--- src/rtl/sha1_coproc.sv ---
module sha1_coproc (
  input  logic        clk,
  input  logic        rst_n,
  input  logic        cs_n,
  input  logic        wr_n,
  input  logic [4:0]  addr,
  input  logic [31:0] wdata,
  input  logic        start,
  output logic [31:0] rdata,
  output logic        busy
);
  localparam logic [31:0] IV0 = 32'h67452301;
  localparam logic [31:0] IV1 = 32'hEFCDAB89;
  localparam logic [31:0] IV2 = 32'h98BADCFE;
  localparam logic [31:0] IV3 = 32'h10325476;
  localparam logic [31:0] IV4 = 32'hC3D2E1F0;
  localparam int LAST = 80;

  logic [15:0][31:0] mem;
  logic [15:0][31:0] sched;
  logic [4:0][31:0]  res;
  logic [31:0] va, vb, vc, vd, ve;
  logic [6:0]  cnt;
  logic [31:0] fval, kval, tmp, nxt;

  wire wr_ok = !cs_n && !wr_n && !addr[4] && !busy;
  wire rd_ok = !cs_n && wr_n;
  wire go    = start && !busy;

  always_comb begin
    if (cnt < 7'd20) begin
      fval = (vb & vc) | (~vb & vd);
      kval = 32'h5A827999;
    end else if (cnt < 7'd40) begin
      fval = vb ^ vc ^ vd;
      kval = 32'h6ED9EBA1;
    end else if (cnt < 7'd60) begin
      fval = (vb & vc) | (vb & vd) | (vc & vd);
      kval = 32'h8F1BBCDC;
    end else begin
      fval = vb ^ vc ^ vd;
      kval = 32'hCA62C1D6;
    end
  end

  assign tmp = {va[26:0], va[31:27]} + fval + ve + kval + sched[0];
  wire [31:0] mix = sched[13] ^ sched[8] ^ sched[2] ^ sched[0];
  assign nxt = {mix[30:0], mix[31]};

  always_ff @(posedge clk or negedge rst_n) begin
    if (!rst_n) begin
      mem <= '0;
    end else if (wr_ok) begin
      mem[addr[3:0]] <= wdata;
    end
  end

  always_ff @(posedge clk or negedge rst_n) begin
    if (!rst_n) begin
      busy  <= 1'b0;
      cnt   <= '0;
      sched <= '0;
      res   <= '0;
      {va, vb, vc, vd, ve} <= '0;
    end else if (go) begin
      busy <= 1'b1;
      cnt  <= '0;
      {va, vb, vc, vd, ve} <= {IV0, IV1, IV2, IV3, IV4};
      for (int i = 0; i < 16; i++)
        sched[i] <= (wr_ok && addr[3:0] == i[3:0]) ? wdata : mem[i];
    end else if (busy) begin
      if (cnt == LAST[6:0]) begin
        busy   <= 1'b0;
        res[0] <= va + IV0;
        res[1] <= vb + IV1;
        res[2] <= vc + IV2;
        res[3] <= vd + IV3;
        res[4] <= ve + IV4;
      end else begin
        cnt <= cnt + 7'd1;
        ve  <= vd;
        vd  <= vc;
        vc  <= {vb[1:0], vb[31:2]};
        vb  <= va;
        va  <= tmp;
        for (int i = 0; i < 15; i++)
          sched[i] <= sched[i+1];
        sched[15] <= nxt;
      end
    end
  end

  always_ff @(posedge clk or negedge rst_n) begin
    if (!rst_n)
      rdata <= '0;
    else if (rd_ok) begin
      if (!addr[4])
        rdata <= mem[addr[3:0]];
      else if (addr <= 5'd20)
        rdata <= res[addr[2:0]];
      else
        rdata <= '0;
    end
  end
endmodule

--- config.mk ---
export PLATFORM = sky130hd
export DESIGN_NAME = sha1_coproc
export DESIGN_NICKNAME = d
export VERILOG_FILES = /design/src/rtl/sha1_coproc.sv
export SDC_FILE = /design/constraint.sdc
export NUM_CORES = 2
export LEC_CHECK = 0
export ABC_AREA = 1
export BUFFER_PORTS_ARGS = -buffer_cell sky130_fd_sc_hd__buf_2
export CAP_MARGIN = 10
export CORE_MARGIN = 4
export CORE_UTILIZATION = 55
export CTS_CLUSTER_SIZE = 24
export DETAILED_ROUTE_END_ITERATION = 16
export GPL_TIMING_DRIVEN = 0
export MAX_ROUTING_LAYER = met4
export PLACE_DENSITY = 0.81
export REMOVE_ABC_BUFFERS = 1
export SLEW_MARGIN = 10
export SYNTH_ARGS = -nofsm -noshare
export SYNTH_HDL_FRONTEND = slang
export SYNTH_SLANG_ARGS = --single-unit
export TNS_END_PERCENT = 50
--- constraint.sdc ---
create_clock -name clk -period 9.1 [get_ports clk]
set_input_delay 1.365 -clock clk [delete_from_list [all_inputs] [get_ports clk]]
set_output_delay 1.365 -clock clk [all_outputs]
set_load 0.005 [all_outputs]
==> reports/qor.yml <==
status: "complete, no violations"
grt_usage_pct: 36.6
ant_nets: 0
clk_path_buf_depth: 3
cts_sinks: 1384
yosysUniqueCellTypes: 56
initial_core_util_pct: 55.3
grt-ovfl-total: 0
yosysWarnings: 0
critPathLaunchType: "flip-flop"
period_needed_ns: 6.62
grt_pass1_wl_um: 361000
max_cap_violations: 0
worst_slew_pin_slew_ns: 1.29
crit_type: "reg -> reg"
vias: 62400
arrival_ns: 7.28
antenna_found_initial: 3
min_from: "res[124]$_DFFE_PN0P_"
cts_buffers: 145
clockRootBuffer: "clkbuf_16"
reg2reg_slack_ns: 2.48
worstSkewPairLatency_ns: 0.79
layout-drive-gt1-share_pct: 5.97
worstPathRequired_ns: 9.76
synthXorXnorAreaFrac_pct: 1.78
rsz0062_at_grt: "false"
holdBufCountCts: 0
worstHoldPathCells: 2
r2r_start: "cnt[5]$_DFFE_PN0P_"
final_cell_mix: "nand2_1, dfrtp_1, nand3_1, inv_1, o21ai_0"
post_cts.resized_instances: 0
crit_fanout: 20
drtIter0Drc: 9047
dp_hpwl_um: 152000
max_slew_margin_pct: 14.2
synth_compound_area_share_pct: 14.7
die_w_um: 363
wl_um: 235000
drc: 0
yosys.area_share.simple_pct: 23.1
place_congestion: 1.05
io_buffers: 74
muxShareOfSynthArea_pct: 0
end_kind: "flip-flop"
min_to: "res[124]$_DFFE_PN0P_"
synth_fa_ha_area_share_pct: 4.23
syn_inst: 8378
num_rows: 130
viasPerCell: 6.26
clk_pin_slew_ns: 0.06
holdCritPathClass: "reg -> reg"
fin_skew_ns: 0.0219
die_h_um: 363
synth_seq_cells: 1384
core_um2: 126000
period_share_pct: 72.7
cts_tree: "yes"
layout_commonest_cell: "nand2_1"
netlist_area_um2: 69400
hold_viol_final: 0
dr.pass1.iters: 6
avgSynthCellArea_um2: 8.29
synth_top_family_by_area: "simple AND/OR/NAND/NOR gates"
synth.yosys.seq_area_share_pct: 49.9
finalSetupViolCount: 0
final_util_pct: 61.7
wl_per_cell_um: 23.6
post-cts-setup-buffer-count: 0
reg2reg_depth: 22
syn_to_final_growth_pct: 11.5
timing.rr.end: "va[31]$_DFFE_PN0P_"
pin_count: 75
drv_slew: 0
final_nets: 8416
cts_max_level: 4
die_area_um2: 132000
grt_max_degree: 151
max_freq_ghz: 0.151
first_global_vias: 61400
-- Yosys cell counts (all sizes together) --
cell type | count | area share (%)
a2bb2oi | 1 | 0.013
o31ai | 8 | 0.086
o221ai | 33 | 0.42
o21ai | 771 | 5.7
and3 | 2 | 0.018
xnor2 | 102 | 1.3
a22o | 62 | 0.78
fa | 120 | 3.5
o22ai | 84 | 0.76
o21a | 3 | 0.032
a31o | 1 | 0.013
nand3b | 8 | 0.086
a31oi | 13 | 0.12
o211ai | 136 | 1.5
nor2 | 377 | 2.1
a221oi | 5 | 0.063
nor3 | 59 | 0.43
clkinv | 6 | 0.032
xor2 | 39 | 0.49
a22oi | 273 | 3.0
nand4 | 36 | 0.35
a211oi | 11 | 0.12
buf | 229 | 1.7
inv | 568 | 3.1
clkbuf | 263 | 1.4
a21oi | 271 | 2.0
a21o | 5 | 0.054
nand2 | 2744 | 15
o211a | 1 | 0.014
o2111ai | 3 | 0.038
o21bai | 7 | 0.076
ha | 43 | 0.77
nand3 | 683 | 5.1
and2 | 1 | 0.0090
nor4 | 9 | 0.081
or2 | 8 | 0.072
dfrtp | 1384 | 50
a21boi | 7 | 0.076
nor3b | 2 | 0.022
-- routing by layer --
| layer | part of all wire, % | vias up | global-route usage, % |
|---|---|---|---|
| met4 | 5.8 | 0 | 19.7 |
| met2 | 44 | 3878 | 53.0 |
| li1 | - | 27400 | - |
| met5 | 0 | - | - |
| met3 | 12 | 890 | 8.95 |
| met1 | 38 | 30200 | 47.9 |
-- state kept, by name (all words and copies together), names as in the netlist --
register,cells
rdata,32
cnt,7
ve,32
vb,32
mem,512
busy,1
vc,32
res,160
sched,512
vd,32
va,32
-- area by class of cell --
cell class	instances	area [µm²]
timing repair buffer	178	2800
multi-input combinational	5928	30600
tap	1650	2060
clock buffer	206	4250
fill	10200	48100
clock inverter	54	900
antenna	2	5.00
inverter	574	2200
sequential	1384	34600
-- critical path: stages (launching register included) --
cell	delay, ns
dfrtp_1	0.41
inv_1	0.12
nor2_2	0.21
nand3_2	0.70
nand2_1	0.69
inv_2	0.43
a221oi_1	0.52
fa_1	0.51
fa_1	0.48
inv_1	0.08
ha_1	0.19
inv_1	0.08
fa_1	0.45
o21ai_0	0.39
nand2_1	0.13
nand2_1	0.20
nand2_1	0.07
nand2_1	0.21
nand2_1	0.09
nand2_1	0.17
nand3_1	0.12
nand3_1	0.14
nand2_1	0.06
-- worst max path at each step --
stage / end / cells past startpoint / from / slack (ns)
after global routing: va[31]$_DFFE_PN0P_ / 22 / cnt[5]$_DFFE_PN0P_ / 2.19
after global placement: va[4]$_DFFE_PN0P_ / 10 / cnt[0]$_DFFE_PN0P_ / -40.13
after CTS: va[31]$_DFFE_PN0P_ / 22 / cnt[5]$_DFFE_PN0P_ / 1.70
after floorplan: cnt[1]$_DFFE_PN0P_ / 10 / cnt[0]$_DFFE_PN0P_ / -9.09
after detailed placement: va[31]$_DFFE_PN0P_ / 22 / cnt[5]$_DFFE_PN0P_ / 1.81
final: va[31]$_DFFE_PN0P_ / 22 / cnt[5]$_DFFE_PN0P_ / 2.48
-- stage by stage --
stage | hold WS, ns | cell area [µm²] | setup TNS, ns | setup WS (ns) | std cells
floorplan | 0.442 | 67300 | -4850.51 | -9.09 | 7886
global placement | 0.455 | 69700 | - | -40.13 | 9610
detailed placement | 0.459 | 72200 | 0 | 1.81 | 9709
CTS | 0.482 | 77300 | 0 | 1.70 | 9969
global route | 0.495 | 77500 | 0 | 2.19 | 9976
finish | 0.483 | 77500 | 0 | 2.48 | 9976
-- cell families (layout without fill, tap and decap cells) --
logic type	after synthesis	in the layout
other	0	2
and+or+nand+nor	3929	3929
adders and majority gates	163	163
xor gates and xnor gates	141	141
DFF	1384	1384
buffers and inverters	1066	1012
AOI/OAI and AO/OA	1695	1695
Power is left out: the tool's default activity adds up to more than one toggle a clock period on the data nets, which glitch-free logic cannot reach.
